`src/rtl/regdma_pkg.sv`:
```
package regdma_pkg;

  localparam int OFF_W = 20;
  localparam int CNT_W = 14;
  localparam int SEL_W = 22;

  localparam logic [31:0]      SEL_HDR  = 32'h180A_C060;
  localparam logic [SEL_W-1:0] SEL_KEEP = 22'h3E_001F;

  typedef enum logic [2:0] {
    OP_SINGLE = 3'b001,
    OP_INDEX  = 3'b011,
    OP_AUTO   = 3'b100,
    OP_BLOCK  = 3'b101
  } op_e;

  typedef enum logic [1:0] {
    AM_HOLD = 2'd0,
    AM_INC  = 2'd1,
    AM_WRAP = 2'd2
  } amode_e;

  typedef enum logic [2:0] {
    S_IDLE, S_HDR, S_SEL, S_CNT, S_DATA, S_WR
  } st_e;

  function automatic logic op_known(input logic [2:0] op);
    return (op == OP_SINGLE) || (op == OP_INDEX) ||
           (op == OP_AUTO)   || (op == OP_BLOCK);
  endfunction

  function automatic logic [CNT_W-1:0] step_idx(input logic [CNT_W-1:0] idx,
                                                input amode_e m,
                                                input logic [3:0] wrap);
    logic [CNT_W-1:0] nxt;
    nxt = idx + 1'b1;
    case (m)
      AM_INC:  return nxt;
      AM_WRAP: return (nxt == {{(CNT_W-4){1'b0}}, wrap}) ? '0 : nxt;
      default: return idx;
    endcase
  endfunction

  function automatic logic [OFF_W-1:0] word_off(input logic [OFF_W-1:0] base,
                                                input logic [CNT_W-1:0] idx);
    return base + {{(OFF_W-CNT_W-2){1'b0}}, idx, 2'b00};
  endfunction

endpackage

```
`src/rtl/regdma_fetch.sv`:
```
module regdma_fetch #(
  parameter int ADDR_W = 16,
  parameter int LEN_W  = 14
) (
  input  logic              clk,
  input  logic              rst_n,
  input  logic              load,
  input  logic [ADDR_W-1:0] base,
  input  logic [LEN_W-1:0]  len,
  input  logic              take,
  output logic [ADDR_W-1:0] addr,
  output logic              empty
);
  logic [ADDR_W-1:0] ptr_q;
  logic [LEN_W-1:0]  rem_q;

  always_ff @(posedge clk or negedge rst_n) begin
    if (!rst_n) begin
      ptr_q <= '0;
      rem_q <= '0;
    end else if (load) begin
      ptr_q <= base;
      rem_q <= len;
    end else if (take) begin
      ptr_q <= ptr_q + 1'b1;
      rem_q <= rem_q - 1'b1;
    end
  end

  assign addr  = ptr_q;
  assign empty = (rem_q == '0);
endmodule

```
`src/rtl/regdma_offgen.sv`:
```
module regdma_offgen
  import regdma_pkg::*;
(
  input  logic             clk,
  input  logic             rst_n,
  input  logic             load,
  input  logic [OFF_W-1:0] start_off,
  input  amode_e           mode,
  input  logic [3:0]       wrap,
  input  logic             step,
  output logic [OFF_W-1:0] off
);
  logic [OFF_W-1:0] base_q;
  logic [CNT_W-1:0] idx_q;
  amode_e           mode_q;
  logic [3:0]       wrap_q;

  always_ff @(posedge clk or negedge rst_n) begin
    if (!rst_n) begin
      base_q <= '0;
      idx_q  <= '0;
      mode_q <= AM_HOLD;
      wrap_q <= '0;
    end else if (load) begin
      base_q <= start_off;
      idx_q  <= '0;
      mode_q <= mode;
      wrap_q <= wrap;
    end else if (step) begin
      idx_q  <= step_idx(idx_q, mode_q, wrap_q);
    end
  end

  assign off = word_off(base_q, idx_q);
endmodule

```
`src/rtl/regdma_exec.sv`:
```
module regdma_exec
  import regdma_pkg::*;
#(
  parameter int ADDR_W = 16
) (
  input  logic              clk,
  input  logic              rst_n,
  input  logic              start,
  input  logic [ADDR_W-1:0] base_addr,
  input  logic [13:0]       list_len,
  output logic              busy,
  output logic              done,
  output logic              err,
  output logic              mem_req,
  output logic [ADDR_W-1:0] mem_addr,
  input  logic              mem_vld,
  input  logic [31:0]       mem_data,
  output logic              wr_stb,
  output logic [21:0]       wr_sel,
  output logic [19:0]       wr_off,
  output logic [31:0]       wr_data,
  input  logic              wr_rdy
);
  st_e              st;
  logic             have_sel;
  logic [SEL_W-1:0] sel_q;
  op_e              op_q;
  logic [OFF_W-1:0] off_q;
  logic [CNT_W-1:0] cnt_q;
  logic [31:0]      data_q;
  logic             done_q, err_q;

  // named events
  logic             f_load, f_empty, fetch_st, mem_take, starved, wr_fire;
  logic             hdr_is_sel, hdr_fault, cnt_fault;
  logic [2:0]       hdr_op;
  logic [OFF_W-1:0] hdr_off;
  logic             og_load;
  logic [OFF_W-1:0] og_start;
  amode_e           og_mode;

  assign f_load   = (st == S_IDLE) && start;
  assign fetch_st = (st == S_HDR) || (st == S_SEL) || (st == S_CNT) || (st == S_DATA);
  assign mem_req  = fetch_st && !f_empty;
  assign mem_take = mem_req && mem_vld;
  assign starved  = fetch_st && f_empty;
  assign wr_stb   = (st == S_WR);
  assign wr_fire  = wr_stb && wr_rdy;

  assign hdr_is_sel = (mem_data == SEL_HDR);
  assign hdr_op     = mem_data[30:28];
  assign hdr_off    = mem_data[19:0];
  assign hdr_fault  = hdr_is_sel ? have_sel
                    : (!have_sel || !op_known(hdr_op) || (hdr_off[1:0] != 2'b00));
  assign cnt_fault  = (op_q == OP_BLOCK) && !mem_data[31] && (mem_data[22:19] < 4'd2);

  assign og_load  = ((st == S_HDR) && mem_take && !hdr_fault && !hdr_is_sel &&
                     (hdr_op == OP_SINGLE)) ||
                    ((st == S_CNT) && mem_take && !cnt_fault);
  assign og_start = (st == S_HDR) ? hdr_off : off_q;

  always_comb begin
    og_mode = AM_HOLD;
    if (st == S_CNT) begin
      case (op_q)
        OP_AUTO:  og_mode = AM_INC;
        OP_BLOCK: og_mode = mem_data[31] ? AM_HOLD : AM_WRAP;
        default:  og_mode = AM_HOLD;
      endcase
    end
  end

  regdma_fetch #(.ADDR_W(ADDR_W), .LEN_W(CNT_W)) u_fetch (
    .clk   (clk),
    .rst_n (rst_n),
    .load  (f_load),
    .base  (base_addr),
    .len   (list_len),
    .take  (mem_take),
    .addr  (mem_addr),
    .empty (f_empty)
  );

  regdma_offgen u_offgen (
    .clk       (clk),
    .rst_n     (rst_n),
    .load      (og_load),
    .start_off (og_start),
    .mode      (og_mode),
    .wrap      (mem_data[22:19]),
    .step      (wr_fire),
    .off       (wr_off)
  );

  always_ff @(posedge clk or negedge rst_n) begin
    if (!rst_n) begin
      st       <= S_IDLE;
      have_sel <= 1'b0;
      sel_q    <= '0;
      op_q     <= OP_SINGLE;
      off_q    <= '0;
      cnt_q    <= '0;
      data_q   <= '0;
      done_q   <= 1'b0;
      err_q    <= 1'b0;
    end else begin
      case (st)
        S_IDLE: if (start) begin
          done_q   <= (list_len == '0);
          err_q    <= 1'b0;
          have_sel <= 1'b0;
          sel_q    <= '0;
          if (list_len != '0) st <= S_HDR;
        end
        S_HDR: if (starved) begin
          done_q <= 1'b1;
          st     <= S_IDLE;
        end else if (mem_take) begin
          if (hdr_fault) begin
            err_q <= 1'b1;
            st    <= S_IDLE;
          end else if (hdr_is_sel) begin
            st <= S_SEL;
          end else begin
            op_q  <= op_e'(hdr_op);
            off_q <= hdr_off;
            if (hdr_op == OP_SINGLE) begin
              cnt_q <= CNT_W'(1);
              st    <= S_DATA;
            end else begin
              st    <= S_CNT;
            end
          end
        end
        S_SEL: if (starved) begin
          err_q <= 1'b1;
          st    <= S_IDLE;
        end else if (mem_take) begin
          sel_q    <= mem_data[SEL_W-1:0] & SEL_KEEP;
          have_sel <= 1'b1;
          st       <= S_HDR;
        end
        S_CNT: if (starved) begin
          err_q <= 1'b1;
          st    <= S_IDLE;
        end else if (mem_take) begin
          if (cnt_fault) begin
            err_q <= 1'b1;
            st    <= S_IDLE;
          end else begin
            cnt_q <= mem_data[CNT_W-1:0];
            st    <= (mem_data[CNT_W-1:0] == '0) ? S_HDR : S_DATA;
          end
        end
        S_DATA: if (starved) begin
          err_q <= 1'b1;
          st    <= S_IDLE;
        end else if (mem_take) begin
          data_q <= mem_data;
          st     <= S_WR;
        end
        S_WR: if (wr_fire) begin
          cnt_q <= cnt_q - 1'b1;
          st    <= (cnt_q == CNT_W'(1)) ? S_HDR : S_DATA;
        end
        default: st <= S_IDLE;
      endcase
    end
  end

  assign busy    = (st != S_IDLE);
  assign done    = done_q;
  assign err     = err_q;
  assign wr_sel  = sel_q;
  assign wr_data = data_q;
endmodule

```
`config.mk`:
```
export PLATFORM = sky130hd
export DESIGN_NAME = regdma_exec
export DESIGN_NICKNAME = d
export VERILOG_FILES = /design/src/rtl/regdma_pkg.sv /design/src/rtl/regdma_fetch.sv /design/src/rtl/regdma_offgen.sv /design/src/rtl/regdma_exec.sv
export SDC_FILE = /design/constraint.sdc
export NUM_CORES = 1
export LEC_CHECK = 0
export CORE_AREA = 10 10 135 150
export CTS_CLUSTER_DIAMETER = 120
export DETAILED_ROUTE_END_ITERATION = 16
export DIE_AREA = 0 0 145 160
export GPL_ROUTABILITY_DRIVEN = 0
export PLACE_DENSITY = 0.79
export SYNTH_ARGS = -nofsm -noshare
export SYNTH_HDL_FRONTEND = slang
export SYNTH_HIERARCHICAL = 1
export SYNTH_SLANG_ARGS = --single-unit
export TNS_END_PERCENT = 20
```
`constraint.sdc`:
```
create_clock -name clk -period 3.95 [get_ports clk]
set_input_delay 0.79 -clock clk [delete_from_list [all_inputs] [get_ports clk]]
set_output_delay 0.79 -clock clk [all_outputs]
set_load 0.02 [all_outputs]
```
==> flow_summary.ini, run 1 <==
[clocking]
clk_path_buf_depth = 2
htree_levels = 4
cts-buffers-inserted = 17
clock_latency_ns = 0.43
clock_sinks = 155
root_buffer = clkbuf_16
clk_pin_slew_ns = 0.06
cts_tree = built
post_cts_buffers = 0

[flow_run]
cap_violations = 0

[sta]
setup_viol = 0
relSlewSlack_pct = 44.1
tightest_slew_ns = 0.839
worst_hold_slack_ns = 0.425
slew_viol_final = 0
finalClockSkew_ns = 0.0171
period_minus_slack_ns = 3.80
rsz0062_at_grt = yes
tns_ns = 0
timing_hold_violations_final = 0
fmax_mhz = 263
min_period_over_period_pct = 96.2

[worst_setup_path]
cp_cell_sequence = ha_2 > o211ai_1 > a22oi_1 > nand3_1 > a21oi_2 > o21ai_0 > xnor2_1 > clkdlybuf4s50_1
critPathMaxFanout = 7
worstPathRequired_ns = 3.16
slowest_delay_ns = 0.62
crit_arrival_ns = 3.01
cp_slowest_cell = clkdlybuf4s50_1
path_buf_inv = 1
crit_path_end_kind = output port
start_kind = flop
path_delay_family = compound AO/OA/AOI/OAI gates
path_class = flop to output port

[synthesis]
synth_common_cells = 154 x dfrtp_1, 118 x nand2_1, 64 x mux2_2, 53 x nor2_1, 51 x o21ai_0
yosys.area.top_type = dfrtp_1
ys_types = 90
syn_inst = 904
ys.flop_type = dfrtp_1
yosysMostFrequentCell = dfrtp_1
ys_seq_area_share_pct = 43.4
ys.warnings.count = 6
yosysTopAreaCellShare_pct = 43.1
synth_edf_count = 0
avgSynthCellArea_um2 = 9.88
synth_area_leaders = dfrtp_1 43%, mux2_2 8.1%, nand2_1 5.0%
synth_seq_cells = 155
async_flop_share_pct = 100
synth_area_mm2 = 0.00893

[global_routing]
grt_pass1_wl_um = 39500
grt_max_degree = 90
antenna_found_initial = 0
overflow = 0
grt_use_total_pct = 20.7
grt_pass1_vias = 7495

[placement]
dp_hpwl_um = 18100
dp_cells = 1268
port_buffers = 149

[floorplanning]
num_rows = 51
core_mm2 = 0.0173
ioPinCount = 162
dieArea_mm2 = 0.0232
initial_core_util_pct = 51.7
die_w_um = 145
fp.dieH_um = 160

[outcome]
status = completed

[layout]
layout-drive-gt1-share_pct = 15.1
areaGrowthSynthToFinish_pct = 26.7
final_cells = 1299
fin_nets = 1136
antenna_cells = 0

[power_and_ir_drop]
ir_drop_mv = 0.392
p_per_area_mw_per_mm2 = 559
leakage_nw = 4.95

[detailed_routing]
ant_nets = 0
drt-total-wl_um = 24400
vias_per_cell = 5.74
first_pass_iters = 5
wl_per_cell_um = 18.8
drc_errors = 0
vias = 7458
drtIter0Drc = 598

[worst_hold_path]
holdCritPathClass = input port to async pin
==> final cells by class <==
type | instances | area (µm²)
fillers | 1386 | 5970
multi-input cells | 673 | 4710
flip-flops and latches | 155 | 3880
repair buffers | 175 | 1720
clock buffers | 19 | 453
well taps | 238 | 298
clock inverters | 12 | 148
inverters | 27 | 101
==> flip-flops by register name, indices dropped and copies added, names as in the netlist <==
register and flops:
wr_data 32, off_q 20, u_offgen/base_q 20, u_fetch/addr 16, cnt_q 14, u_fetch/rem_q 14
u_offgen/idx_q 14, wr_sel 10, u_offgen/wrap_q 4, op_q 3, st 3, u_offgen/mode_q 2
done 1, err 1, have_sel 1
==> report_power, final <==
group	total [W]	internal [W]	leakage (nW)	switching [W]
clock network	0.00167	0.00102	0.294	0.000651
logic	0.00238	0.00110	2.64	0.00128
registers	0.00227	0.00193	2.02	0.000342
total	0.00633	0.00405	4.95	0.00228
==> cell usage in the layout (no fill, tap or decap), types with 18 or more instances in the layout <==
cell type and instances:
dfrtp_1 153, clkdlybuf4s50_1 143, nand2_1 118, mux2_2 64, nor2_1 53, o21ai_0 50, a21oi_1 31, xnor2_1 31
inv_1 27, nor3_1 23, buf_4 23, nand3_1 21, mux2_1 19, ha_1 18
==> worst register-to-register path, delay by kind of cell, from the launching register on <==
family	cells	cell delay, ns
buffers and inverters	1	0.15
AOI/OAI and AO/OA	2	0.42
DFF	1	0.42
and+or+nand+nor	6	2.27
==> worst paths after layout <==
check / start / end / slack (ns) / cells past startpoint
max: u_offgen/idx_q[6]$_DFFE_PN0P_ / wr_off[17] / 0.15 / 8
max reg2reg: u_fetch/rem_q[6]$_DFFE_PN0P_ / u_offgen/idx_q[2]$_DFFE_PN0P_ / 0.61 / 9
min in group clk: off_q[10]$_DFFE_PN0P_ / off_q[10]$_DFFE_PN0P_ / 0.49 / 1
max in group asynchronous: rst_n / op_q[0]$_DFFE_PN1P_ / 2.60 / 2
min reg2reg: off_q[10]$_DFFE_PN0P_ / off_q[10]$_DFFE_PN0P_ / 0.49 / 1
min: rst_n / u_offgen/idx_q[10]$_DFFE_PN0P_ / 0.42 / 1
==> layer usage <==
| layer | up-vias | global-route usage, % | wire length [µm] |
|---|---|---|---|
| met4 | 0 | 6.64 | 431 |
| met1 | 3645 | 24.9 | 10300 |
| li1 | 3519 | - | - |
| met3 | 24 | 7.24 | 1990 |
| met5 | - | 0 | 0 |
| met2 | 270 | 33.8 | 11700 |
==> kinds of logic after synthesis <==
family / Yosys count / share of synthesized area, %
adder cells (fa/ha/maj): 20 / 2.89
AND/OR/NAND/NOR: 321 / 19.0
multiplexers: 90 / 11.2
flip-flops: 155 / 43.4
other: 1 / 0.0420
AO/OA/AOI/OAI: 182 / 13.9
XOR/XNOR: 48 / 4.71
buffers and inverters: 87 / 4.79
==> stage by stage <==
step                area (µm²)  setup slack [ns]  utilization (%)  power [W]
finish                   11300             0.152             65.5    0.00633
floorplan                 8970             0.502                -    0.00364
global route             11300           -0.0457             65.5    0.00668
global placement         10700             0.342             61.9    0.00461
detailed placement       10700             0.294             61.9    0.00467
CTS                      11300           0.00100             65.3    0.00636
==> timing repair <==
action | in CTS | in global routing
hold buffers | 0 | 0
hold endpoints to repair | 0 | 0
resized for setup | 4 | 7
pin swaps | 0 | 0
setup endpoints to repair | 4 | 5
Note: power is estimated with default switching activity, not from simulation.
==> inputs of run 2 (changes only) <==
- CORE_AREA: 10 10 135 150 -> 10 10 134 149
- CTS_CLUSTER_DIAMETER: 120 -> not set
- DIE_AREA: 0 0 145 160 -> 0 0 144 159
- PLACE_DENSITY: 0.79 -> 0.8
- SYNTH_HIERARCHICAL: 1 -> not set
==> run 2 against run 1 <==
Sequential share of layout area is 0.24 points higher. Sequential cell count stayed put. Die area is 1.3% lower. Worst hold slack better by 0.0097 ns. Clock skew is 0.0073 ns lower. Global-route usage is 0.57 points higher. Non-clock buffer count is 5 higher. Critical path type unchanged. Critical endpoint is now wr_off[18]. Largest power group is now sequential cells.
==> flow_summary.ini, run 2 <==
[outcome]
status = completed

[synthesis]
synth_edf_count = 0
yosysTopAreaCellShare_pct = 43.8
yosysMostFrequentCell = dfrtp_1
synth_area_leaders = dfrtp_1 44%, mux2_4 5.1%, mux2_2 3.8%
avgSynthCellArea_um2 = 9.92
yosys.area.top_type = dfrtp_1
synth_seq_cells = 155
ys.warnings.count = 0
synth_common_cells = 154 x dfrtp_1, 88 x nand2_1, 81 x nor2_1, 63 x o21ai_0, 61 x a21oi_1
ys_seq_area_share_pct = 44.1
ys.flop_type = dfrtp_1
syn_inst = 888
async_flop_share_pct = 100
synth_area_mm2 = 0.00881
ys_types = 81

[floorplanning]
num_rows = 50
dieArea_mm2 = 0.0229
ioPinCount = 162
fp.dieH_um = 159
core_mm2 = 0.0168
initial_core_util_pct = 52.3
die_w_um = 144

[layout]
fin_util_pct = 66.8
final_cells = 1262
final_common_cell = dfrtp_1
areaGrowthSynthToFinish_pct = 27.6
layout-drive-gt1-share_pct = 14.6
largest_reg_flops = 32
design_area_mm2 = 0.0112
mostFrequentLayoutCells = 154 x dfrtp_1, 142 x clkdlybuf4s50_1, 88 x nand2_1
antenna_cells = 0
fin_nets = 1129

[detailed_routing]
vias_per_cell = 5.92
ant_nets = 0
vias = 7472
drt-total-wl_um = 24500
drc_errors = 0
first_pass_iters = 5
drtIter0Drc = 518
wl_per_cell_um = 19.4

[worst_setup_path]
cp-startpoint = u_offgen.idx_q[1]$_DFFE_PN0P_
cp_cell_sequence = inv_1 > fa_1 > nor2b_1 > o31a_1 > o21bai_2 > a211oi_2 > o31ai_2 > a21oi_1 > xor2_1 > dlygate4sd2_1
reg2reg_from = st[0]$_DFFE_PN0P_
crit_path_end_kind = output port
crit_arrival_ns = 3.02
start_kind = flop
r2r_cells = 7
slowest_delay_ns = 0.47
path_class = flop to output port
worstPathRequired_ns = 3.16
critPathMaxFanout = 5
cp_slowest_cell = fa_1

[worst_hold_path]
holdCritPathClass = input port to async pin

[sta]
period_minus_slack_ns = 3.81
finalClockSkew_ns = 0.00983
slew_viol_final = 0
tns_ns = 0
setup_viol = 0
timing_hold_violations_final = 0
tightest_slew_ns = 0.813
relSlewSlack_pct = 45.8
rsz0062_at_grt = yes
min_period_over_period_pct = 96.3
fmax_mhz = 263

[placement]
dp_hpwl_um = 18100
post_dp_cell_area_mm2 = 0.0105
dp_cells = 1231
port_buffers = 149

[flow_run]
cap_violations = 0

[clocking]
clock_sinks = 155
clock_latency_ns = 0.43
clk_path_buf_depth = 2
htree_levels = 4
cts-buffers-inserted = 17
root_buffer = clkbuf_16
clk_pin_slew_ns = 0.06
cts_tree = built
cts_hold_buf = 0

[power_and_ir_drop]
ir_drop_mv = 0.418
leakage_nw = 4.99
p_per_area_mw_per_mm2 = 467

[global_routing]
antenna_found_initial = 0
overflow = 0
grt_pass1_vias = 7462
grt_pass1_wl_um = 38800
grt_max_degree = 86
grt_use_total_pct = 21.2
[run 2: cell count changes after synthesis, moves of 11 or more]
cell / previous run / this run
mux2_2: 64 / 30
mux2_4: 0 / 30
nand2_1: 118 / 88
a21oi_1: 32 / 61
nor2_1: 53 / 81
mux2_1: 19 / 0
mux2i_1: 7 / 22
xnor2_1: 31 / 18
o21ai_0: 51 / 63
o2bb2ai_1: 11 / 0
[run 2: cells by family (layout without fill, tap and decap cells)]
family,count (synthesis),after routing,synth area share (%)
other cells,1,12,0.0426
fa+ha+maj,21,21,3.04
flops,155,155,44.1
xor+xnor,34,34,3.54
mux,82,82,11.5
buf+inv,76,231,4.66
compound gates,214,214,15.1
simple gates,305,305,18.1
[run 2: critical path: cells and delay by family (launching register included)]
kind            cells  cell delay (ns)
compound gates      5             0.91
fa+ha+maj           1             0.47
buf+inv             2             0.45
flops               1             0.44
simple gates        1             0.18
xor+xnor            1             0.14
[run 2: final cells by class]
cell class / count / area [µm²]
Timing Repair Buffer: 180 / 1750
Multi-Input combinational cell: 668 / 4610
Clock buffer: 21 / 470
Sequential cell: 155 / 3880
Clock inverter: 10 / 189
Tap cell: 208 / 260
Fill cell: 1322 / 5590
Inverter: 20 / 75.1
[run 2: layer usage]
metal / track usage [%] / share of wire [%]
met5: 0 / 0
met4: 8.36 / 2.8
met3: 5.75 / 6.6
met2: 36.0 / 50
met1: 24.7 / 40
[run 2: per-stage QoR]
stage / setup slack (ns) / hold slack, ns / power, W
CTS: 0.00550 / 0.469 / 0.00527
global route: -0.0722 / 0.486 / 0.00551
finish: 0.144 / 0.434 / 0.00525
global placement: 0.266 / 0.471 / 0.00342
floorplan: 0.787 / 0.461 / 0.00289
detailed placement: 0.203 / 0.485 / 0.00345
[run 2: path summary, 6_finish.rpt]
kind / end / slack [ns]
setup / recovery: wr_off[18] / 0.14
hold / removal: wr_data[15]$_DFFE_PN0P_ / 0.43
setup reg to reg: u_offgen.base_q[12]$_DFFE_PN0N_ / 1.13
hold reg to reg: u_fetch.addr[15]$_DFFE_PN0P_ / 0.50
max in group asynchronous: u_offgen.base_q[5]$_DFFE_PN0N_ / 2.69
min in group clk: u_fetch.addr[15]$_DFFE_PN0P_ / 0.50
[run 2: what timing repair did]
action / 4_1_cts / 5_1_grt
cloned: 0 / 0
gates resized for setup: 9 / 6
setup endpoints to repair: 6 / 7
buffers inserted: 0 / 0
pin swaps: 0 / 1
[run 2: where the power goes]
part / internal, W / total [W] / leakage [nW] / switching (W)
combinational: 0.000619 / 0.00142 / 2.60 / 0.000801
sequential: 0.00177 / 0.00202 / 2.07 / 0.000249
clock: 0.00117 / 0.00181 / 0.319 / 0.000637
total: 0.00356 / 0.00525 / 4.99 / 0.00169
==> inputs of run 3 (changes only) <==
- SKIP_LAST_GASP: not set -> 1
==> run 3 against run 2 <==
The flow now finishes with violations (negative setup slack). Utilization shrank 0.13 points. Non-clock buffer count did not move. Clock skew down 0.0012 ns. Clock power about the same. Global-route usage is 0.056 points lower. Register-to-register slack is essentially flat. Worst setup slack got worse by 0.29 ns. Count of clock-buffer cells in the layout unchanged. Critical path type unchanged.
==> flow_summary.ini, run 3 (same netlist as run 2, synthesis figures left out) <==
[global_routing]
overflow = 0
grt_pass1_vias = 7440
antenna_found_initial = 0
grt_use_total_pct = 21.2
grt_pass1_wl_um = 38700
grt_max_degree = 86

[layout]
nFillCells = 1326
mostFrequentLayoutCells = 154 x dfrtp_1, 146 x clkdlybuf4s50_1, 88 x nand2_1
final_common_cell = dfrtp_1
antenna_cells = 0
fin_nets = 1129
register_area_mm2 = 0.00388
largest_reg_flops = 32
final_cells = 1262
multi_input_area_mm2 = 0.00459
areaGrowthSynthToFinish_pct = 27.3
layout-drive-gt1-share_pct = 14.2
design_area_mm2 = 0.0112

[floorplanning]
core_mm2 = 0.0168
initial_core_util_pct = 52.3
num_rows = 50
fp.dieH_um = 159
ioPinCount = 162
dieArea_mm2 = 0.0229
die_w_um = 144

[sta]
worst_hold_slack_ns = 0.426
fin_ws_ns = -0.147
timing_hold_violations_final = 0
fmax_mhz = 244
period_minus_slack_ns = 4.10
setup_viol = 4
relSlewSlack_pct = 46.3
rsz0062_at_grt = yes
finalClockSkew_ns = 0.00866
min_period_over_period_pct = 104
slew_viol_final = 0
tightest_slew_ns = 0.806

[detailed_routing]
wl_per_cell_um = 19.3
top_layer_used = met4
vias = 7437
first_pass_iters = 5
drtIter0Drc = 555
ant_nets = 0
m1WireLength_um = 9680
vias_per_cell = 5.89
drt-total-wl_um = 24300
routed-wl-met3_um = 1690
wl_met2_um = 12200
drc_errors = 0

[power_and_ir_drop]
ir_drop_mv = 0.420
sequentialPowerShare_pct = 38.5
p_int_w = 0.00356
combPwrFrac_pct = 27.1
p_sw_w = 0.00169
leakage_nw = 4.96
p_sw_share_pct = 32.2
clkPwrFrac_pct = 34.5
p_per_area_mw_per_mm2 = 468
p_total_w = 0.00525

[placement]
dp_hpwl_um = 18100
dp_cells = 1231
post_dp_cell_area_mm2 = 0.0105
port_buffers = 149

[worst_setup_path]
path_class = flop to output port
cp_slowest_cell = clkdlybuf4s50_1
r2r_slack_ns = 1.13
cp_cell_sequence = ha_1 > a21o_1 > a21oi_1 > o211ai_1 > a41oi_1 > o21bai_1 > a21oi_1 > xnor2_1 > clkdlybuf4s50_1
critPathMaxFanout = 5
slowest_delay_ns = 0.62
reg2reg_from = st[0]$_DFFE_PN0P_
cp-startpoint = u_offgen.idx_q[1]$_DFFE_PN0P_
start_kind = flop
crit_arrival_ns = 3.31
crit_top_cell = a21oi_1
worstPathRequired_ns = 3.16
crit_path_end_kind = output port

[outcome]
violations = negative setup slack
status = complete, but fails checks

[clocking]
clk_pin_slew_ns = 0.06
cts_hold_buf = 0
cts-buffers-inserted = 17
clk_path_buf_depth = 2
root_buffer = clkbuf_16
cts_tree = built
htree_levels = 4
clock_latency_ns = 0.43
clock_sinks = 155

[flow_run]
cap_violations = 0

[worst_hold_path]
holdCritPathClass = input port to async pin
## run 3: timing repair
item | CTS | global route
resized for setup | 4 | 1
buffers inserted | 0 | 0
setup endpoints to repair | 6 | 7
## run 3: final cells by class
class | count | share of cell area [%]
sequential | 155 | 34.6
timing repair buffer | 180 | 15.6
clock inverter | 10 | 1.69
inverter | 20 | 0.670
clock buffer | 21 | 4.20
tap | 208 | 2.32
multi-input combinational | 668 | 40.9
## run 3: worst paths after layout
| path | end | depth (start not counted) |
|---|---|---|
| worst min register to register | u_fetch.addr[15]$_DFFE_PN0P_ | 1 |
| max in group asynchronous | u_offgen.base_q[5]$_DFFE_PN0N_ | 2 |
| worst min-delay path | wr_data[15]$_DFFE_PN0P_ | 1 |
| worst max register to register | u_offgen.base_q[12]$_DFFE_PN0N_ | 7 |
| worst max-delay path | wr_off[13] | 9 |
| min in group clk | u_fetch.addr[15]$_DFFE_PN0P_ | 1 |
## run 3: metal layers
layer / GRT usage, % / up-vias
met5: 0 / -
met4: 8.27 / 0
met3: 5.75 / 45
met2: 35.9 / 256
met1: 24.6 / 3631
li1: - / 3505
## run 3: power groups by stage
stage | clock network (W) | registers (W) | logic [W]
finish | 0.00181 | 0.00202 | 0.00142
global route | 0.00191 | 0.00205 | 0.00155
CTS | 0.00183 | 0.00201 | 0.00142
detailed placement | 0 | 0.00204 | 0.00142
global placement | 0 | 0.00203 | 0.00139
floorplan | 0 | 0.00209 | 0.000795
## run 3: worst max-delay path: cells and delay by family, from the launching register on
family | cells | cell delay [ns]
compound gates | 6 | 1.37
buf+inv | 1 | 0.62
flops | 1 | 0.44
fa+ha+maj | 1 | 0.32
xor+xnor | 1 | 0.13
## run 3: through the flow
step	setup TNS (ns)	util, %	setup WS, ns
2_1_floorplan	0	-	0.787
3_3_place_gp	0	62.6	0.266
3_5_place_dp	0	62.6	0.203
4_1_cts	-0.340	66.6	-0.110
5_1_grt	-1.15	66.6	-0.294
6_report	-0.390	66.6	-0.147
